$ cat config.mk
export PLATFORM = sky130hd
export DESIGN_NAME = symbol_aligner
export DESIGN_NICKNAME = d
export VERILOG_FILES = /design/src/rtl/aligner_pkg.sv /design/src/rtl/nrzi_to_nrz.sv /design/src/rtl/delimiter_match.sv /design/src/rtl/symbol_aligner.sv
export SDC_FILE = /design/constraint.sdc
export NUM_CORES = 1
export LEC_CHECK = 0
export BUFFER_PORTS_ARGS = -buffer_cell sky130_fd_sc_hd__buf_4
export CORE_ASPECT_RATIO = 0.6
export CORE_MARGIN = 2
export CORE_UTILIZATION = 40
export CTS_BUF_LIST = sky130_fd_sc_hd__clkbuf_4
export DETAILED_ROUTE_END_ITERATION = 16
export HOLD_SLACK_MARGIN = 0.12
export MAX_ROUTING_LAYER = met4
export PLACE_DENSITY_LB_ADDON = 0.08
export SLEW_MARGIN = 20
export SYNTH_ARGS = -nofsm -noshare
export SYNTH_HDL_FRONTEND = slang
export SYNTH_SLANG_ARGS = --single-unit
$ cat constraint.sdc
create_clock -name clk -period 2.8 [get_ports clk]
set_input_delay 0.14 -clock clk [delete_from_list [all_inputs] [get_ports clk]]
set_output_delay 0.14 -clock clk [all_outputs]
set_load 0.1 [all_outputs]
$ cat src/rtl/aligner_pkg.sv
package aligner_pkg;
    localparam int SYM_W   = 5;
    localparam int PAIR_W  = 2 * SYM_W;
    localparam int NUM_PAT = 3;
    localparam int CNT_W   = $clog2(SYM_W);

    typedef logic [PAIR_W-1:0] pair_t;

    localparam int IDX_START = 0;
    localparam int IDX_HH    = 1;
    localparam int IDX_HQ    = 2;

    localparam pair_t PAT_START = 10'b11000_10001;
    localparam pair_t PAT_HH    = 10'b00100_00100;
    localparam pair_t PAT_HQ    = 10'b00100_00000;

    function automatic pair_t pattern_at(input int idx);
        case (idx)
            IDX_START: return PAT_START;
            IDX_HH:    return PAT_HH;
            default:   return PAT_HQ;
        endcase
    endfunction
endpackage

$ cat src/rtl/nrzi_to_nrz.sv
module nrzi_to_nrz (
    input  logic clk,
    input  logic rst,
    input  logic line_bit,
    input  logic bypass,
    output logic nrz_bit
);
    logic prev_d, prev_q;

    always_comb begin
        prev_d  = line_bit;
        nrz_bit = bypass ? line_bit : (line_bit ^ prev_q);
    end

    always_ff @(posedge clk) begin
        if (rst) prev_q <= 1'b0;
        else     prev_q <= prev_d;
    end
endmodule

$ cat src/rtl/delimiter_match.sv
module delimiter_match
    import aligner_pkg::*;
(
    input  pair_t              window,
    input  logic               enable,
    output logic [NUM_PAT-1:0] hit
);
    for (genvar i = 0; i < NUM_PAT; i++) begin : g_pat
        assign hit[i] = enable && (window == pattern_at(i));
    end
endmodule

$ cat src/rtl/symbol_aligner.sv
module symbol_aligner
    import aligner_pkg::*;
(
    input  logic              clk,
    input  logic              rst,
    input  logic              line_bit,
    input  logic              nrzi_bypass,
    input  logic              frame_hold,
    output logic [SYM_W-1:0]  sym_out,
    output logic              sym_valid,
    output logic [PAIR_W-1:0] pair_out,
    output logic              aligned,
    output logic              hit_start,
    output logic              hit_halt_halt,
    output logic              hit_halt_quiet
);
    localparam logic [CNT_W-1:0] LAST_PHASE = CNT_W'(SYM_W - 1);

    typedef struct packed {
        pair_t              sr;
        logic [CNT_W-1:0]   cnt;
        logic               aligned;
        logic [SYM_W-1:0]   sym;
        pair_t              pair;
        logic               valid;
        logic [NUM_PAT-1:0] hit;
    } state_t;

    state_t             st_d, st_q;
    logic               nrz;
    pair_t              window;
    logic [NUM_PAT-1:0] match;
    logic               take;
    logic               boundary;

    nrzi_to_nrz u_nrzi (
        .clk      (clk),
        .rst      (rst),
        .line_bit (line_bit),
        .bypass   (nrzi_bypass),
        .nrz_bit  (nrz)
    );

    assign window = {st_q.sr[PAIR_W-2:0], nrz};

    delimiter_match u_match (
        .window (window),
        .enable (!frame_hold),
        .hit    (match)
    );

    always_comb begin
        st_d       = st_q;
        st_d.sr    = window;
        st_d.hit   = match;
        st_d.valid = 1'b0;
        take       = |match;
        boundary   = take || (st_q.cnt == LAST_PHASE);

        if (take) begin
            st_d.aligned = 1'b1;
            st_d.cnt     = '0;
        end else if (st_q.cnt == LAST_PHASE) begin
            st_d.cnt = '0;
        end else begin
            st_d.cnt = st_q.cnt + 1'b1;
        end

        if (boundary && (st_q.aligned || take)) begin
            st_d.valid = 1'b1;
            st_d.sym   = window[SYM_W-1:0];
            st_d.pair  = window;
        end
    end

    always_ff @(posedge clk) begin
        if (rst) st_q <= '0;
        else     st_q <= st_d;
    end

    assign sym_out        = st_q.sym;
    assign sym_valid      = st_q.valid;
    assign pair_out       = st_q.pair;
    assign aligned        = st_q.aligned;
    assign hit_start      = st_q.hit[IDX_START];
    assign hit_halt_halt  = st_q.hit[IDX_HH];
    assign hit_halt_quiet = st_q.hit[IDX_HQ];
endmodule

Word level (Yosys, flattened, before mapping)
Cells that the tools add are included.
{"block": "word_totals", "inputBits": 5, "out_inout_bits": 20, "register_bits": 33, "wordCells": 25}
{"block": "op_classes", "add_sub_neg": 1, "reduce_logical": 9, "muxes": 2, "n_bitwise": 1, "n_eq_ne": 4}
{"op": "$eq A10 B8 Y1 const B", "n": 2}
{"op": "$eq A10 B10 Y1 const B", "n": 1}
{"op": "$reduce_or A5 Y1", "n": 1}
{"op": "$logic_and A1 B1 Y1", "n": 4}
{"op": "$add A3 B1 Y3 const B", "n": 1}
{"op": "$eq A3 B3 Y1 const B", "n": 1}
{"op": "$reduce_or A3 Y1", "n": 1}
{"op": "$logic_or A1 B1 Y1", "n": 2}
{"op": "$mux W1", "n": 2}
{"op": "$logic_not A1 Y1", "n": 1}
{"op": "$xor A1 B1 Y1", "n": 1}

Logic depth before layout (Yosys ltp)
{"block": "depth", "ltp_word": 8, "ltp_mapped": 7, "ltp_nobuf": 6}

By module
Synthesis repeated with hierarchy kept, for this count alone.
{"block": "hier_totals", "hier_cells": 109, "area_unflattened_um2": 1217.4}
{"module": "symbol_aligner", "area_per_inst_um2": 1078.5, "seq_area_each_um2": 540.5, "n_inst": 1, "cells_each": 94}
{"module": "delimiter_match", "area_per_inst_um2": 81.3, "seq_area_each_um2": 0.0, "n_inst": 1, "cells_each": 11}
{"module": "nrzi_to_nrz", "area_per_inst_um2": 57.6, "seq_area_each_um2": 20.0, "n_inst": 1, "cells_each": 4}

Worst setup path before layout
Ideal clock, no wire load.
{"block": "synth_path", "kind": "register to register", "from": "register st_q, in the netlist aligned", "to": "register st_q, in the netlist pair_out[4]", "stages_incl_launch_ff": 5, "required_time_ns": 2.679, "slack_ns": 0.897, "arrival_time_ns": 1.782, "setup_ns": 0.121, "n_path_buf": 1, "cell_sequence": "dfxtp_1 -> and3_1 -> clkbuf_1 -> a21oi_2 -> mux2_2"}
{"block": "synth_between", "elab_chain_len": 2}
{"item": "start, declared", "line_no": "symbol_aligner.sv:29", "text": "state_t st_d, st_q;"}
{"item": "start signal, assigned", "line_no": "symbol_aligner.sv:78", "text": "else st_q <= st_d;"}
{"item": "$logic_or A1 B1 Y1", "line_no": "symbol_aligner.sv:69", "text": "if (boundary && (st_q.aligned || take)) begin"}
{"item": "$logic_and A1 B1 Y1", "line_no": "symbol_aligner.sv:69"}
No other way between the ends.
A chain may end at the register's enable or synchronous reset.

Worst setup path in the final report
{"block": "layout_path", "from": "register st_q[20] in the netlist's numbering", "to": "register st_q, in the netlist sym_out[2]"}
{"block": "layout_between", "elab_chain_len": 3}
{"item": "$eq A3 B3 Y1", "line_no": "symbol_aligner.sv:58", "text": "boundary = take || (st_q.cnt == LAST_PHASE);"}
{"item": "$logic_or A1 B1 Y1", "line_no": "symbol_aligner.sv:58"}
{"item": "$logic_and A1 B1 Y1", "line_no": "symbol_aligner.sv:69"}
No other way between the ends.

==> qor.yml <==
status:
  outcome: "finished, final reports clean"
timing:
  skew_ps: 7.03
  rsz0062_at_grt: "no"
  maxSlewViolCount: 0
  period_needed_ps: 1720
  fin_crit_sh_pct: 61.6
  clock.fmax_ghz: 0.580
  fin_tns_setup_ps: 0
  layout_setup_ws_ps: 1080
  setup_viol: 0
  slew_headroom_pct: 75.5
  finalHoldViolations: 0
  worstMarginPinSlew_ps: 368
pwr:
  p_comb_share_pct: 6.0
  p_int_mw: 0.571
  p_clk_share_pct: 36.6
  power_density_nw_per_um2: 530
  vdd_drop_max_uv: 284
  p_sw_share_pct: 20.2
  leakagePower_nw: 0.569
  seqPwrFrac_pct: 57.4
  p_sw_mw: 0.145
cells_and_area:
  diodes: 0
  area_growth_pct: 13.5
  nets: 135
  drive_gt1_share_pct: 29.1
  nFillCells: 280
setup_path:
  crit_path_max_fanout: 6
  crit_type: "flip-flop to flip-flop"
  worstPathArrival_ps: 1950
  setup.worst_path.start: "st_q[20]"
  rr_startpoint: "st_q[20]"
  end_kind: "flip-flop"
  crit_path_end: "sym_out[2]"
  rr_worst_depth: 5
  required_ps: 3030
  rrSetupSlack_ps: 1080
  r2r_end: "sym_out[2]"
  crit_path_start_kind: "flip-flop"
detailed_routing:
  wl_per_cell_um: 11.9
  drt_first_pass_iters: 4
  ant_nets: 0
  num_vias: 779
  vias_per_cell: 4.61
  dr_wl_met3_um: 123
  drc: 0
  drt-met1-wl_mm: 1.06
  wirelength_mm: 2.02
  wl_met2_um: 821
  top_layer_used: "met4"
  drt_iter0_drc: 28
global_routing:
  grt_pass1_wl_mm: 3.11
  grt_max_degree: 29
  grt_pass1_vias: 652
  overflow: 0
  grt_usage_pct: 13.1
  antenna_found_initial: 0
cts:
  clock_latency_ps: 330
  cts_tree: "yes"
  cts_setup_buffers: 0
  htreeDepth: 1
  holdBufCountCts: 1
  cts_resized: 0
  path_clk_slew_ps: 150
  clockBufferDepth: 2
  clock-sinks: 28
  cts_root_buffer: "clkbuf_4"
  cts_buffers: 3
synth:
  synth_fa_ha_area_share_pct: 2.10
  synth-simple-area-share_pct: 24.1
  muxShareOfSynthArea_pct: 7.36
  synth-xor-area-share_pct: 2.31
  syn_nets: 125
  synth_top_family_by_area: "simple AND/OR/NAND/NOR gates"
  synth_compound_area_share_pct: 4.42
  ys_seq_area_share_pct: 47.1
  ys_ff_latch: 28
  syn_avg_cell_area_sq_um: 10.1
  syn_inst: 118
  syn-cell-area_sq_um: 1190
  synthDistinctLibCells: 29
  yosys_warnings: 0
floorplan:
  die_w_um: 74.4
  die_y_um: 46.2
  rows: 15
  ioPinCount: 25
  core_area_sq_um: 2850
  die_area_sq_um: 3440
  initial_utilization_pct: 41.7
placed_design:
  gp_congestion: 0.768
  dp_slack_ps: 1060
  io_buffers: 24
  place_hpwl_mm: 1.47
hold_path:
  hold_path_class: "input port to flip-flop"
flow_run:
  maxCapViolCount: 0
logic make-up (layout without fill, tap and decap cells):
kind of cell | after synthesis | after routing
AO/OA/AOI/OAI | 9 | 9
XOR/XNOR | 1 | 1
adder cells (fa/ha/maj) | 2 | 2
buffers and inverters | 24 | 33
flip-flops | 28 | 28
multiplexers | 7 | 7
AND/OR/NAND/NOR | 47 | 47
per-layer routing:
metal | GRT usage, % | up-vias
met3 | 5.25 | 2
met2 | 18.1 | 29
met5 | - | -
met4 | 3.21 | 0
li1 | - | 393
met1 | 17.7 | 355
registers in the layout (all words and copies together), names as in the netlist:
register,flops
st_q,3
pair_out,6
u_nrzi.prev_q,1
sym_valid,1
st_d,9
hit_halt_halt,1
aligned,1
hit_start,1
hit_halt_quiet,1
sym_out,4
cell usage after synthesis:
cell type / instances / area share, %
dfxtp_1: 28 / 47
buf_4: 16 / 10
nor2b_1: 13 / 6.8
nand2_1: 9 / 2.8
nor2_1: 5 / 1.6
o21ai_0: 5 / 2.1
inv_1: 4 / 1.3
mux2_2: 4 / 3.8
nand3b_1: 4 / 2.5
clkbuf_1: 3 / 0.95
nor3_1: 3 / 1.3
nor3b_1: 3 / 1.9
a21oi_1: 2 / 0.84
and3_1: 2 / 1.1
ha_1: 2 / 2.1
mux2i_1: 2 / 1.7
a21oi_2: 1 / 0.74
a221oi_1: 1 / 0.74
and2_1: 1 / 0.53
and3b_1: 1 / 0.74
buf_1: 1 / 0.32
mux2i_4: 1 / 1.9
nand3_1: 1 / 0.42
nor2b_4: 1 / 1.2
nor4_1: 1 / 0.53
nor4b_1: 1 / 0.74
nor4bb_1: 1 / 0.84
or4b_4: 1 / 1.2
xnor2_4: 1 / 2.3
layout make-up:
cell class	count	area, sq um	share of cell area (%)
Tap cell	42	52.6	3.89
Inverter	4	15.0	1.11
Clock buffer	3	22.5	1.67
Clock inverter	1	30.0	2.22
Timing Repair Buffer	25	190	14.1
Multi-Input combinational cell	66	479	35.5
Sequential cell	28	561	41.5
worst min-delay path by stage:
stage / endpoint / slack [ps] / cells after the start / from
final: sym_valid / 150 / 2 / rst
after global routing: aligned / 160 / 2 / rst
after CTS: sym_valid / 150 / 2 / rst
after detailed placement: u_nrzi.prev_q / 420 / 2 / line_bit
after global placement: u_nrzi.prev_q / 410 / 2 / line_bit
after floorplan: u_nrzi.prev_q / 270 / 1 / line_bit
power by group through the flow:
stage                     combinational [mW]  clock [mW]  sequential [mW]
after floorplan                       0.0312           0            0.418
after global placement                0.0413           0            0.419
after detailed placement              0.0424           0            0.420
after CTS                             0.0436       0.274            0.411
after global routing                  0.0479       0.288            0.412
final                                 0.0427       0.262            0.411
critical path, cell delays in order (launching register included):
cell and delay [ps]:
dfxtp_1 380, inv_1 50, ha_1 230, and3_1 260
a21oi_2 330, mux2_2 380
cells in the final DEF, fill, tap and decap left out:
cell type	instances
inv_1	4
nor4b_1	1
and3_1	2
nor2_1	5
and3b_1	1
mux2_2	4
nor4_1	1
nand2_1	9
o21ai_0	5
a221oi_1	1
nor3b_1	3
mux2i_1	2
clkbuf_4	3
nor2b_4	1
nor2b_1	13
buf_4	24
mux2i_4	1
a21oi_1	2
nand3_1	1
or4b_4	1
and2_1	1
xnor2_4	1
nor3_1	3
dlygate4sd3_1	1
dfxtp_1	28
ha_1	2
a21oi_2	1
nand3b_1	4
bufinv_16	1
nor4bb_1	1
stage by stage:
step                      instances  power [mW]  util (%)  area [sq um]  hold WS (ps)
after floorplan                 118       0.450         -          1190           268
after global placement          164       0.461      45.1          1290           413
after detailed placement        164       0.462      45.1          1290           422
after CTS                       169       0.729      47.3          1350           150
after global routing            169       0.748      47.3          1350           160
final                           169       0.715      47.3          1350           153
Note: power is estimated with default switching activity, not from simulation.
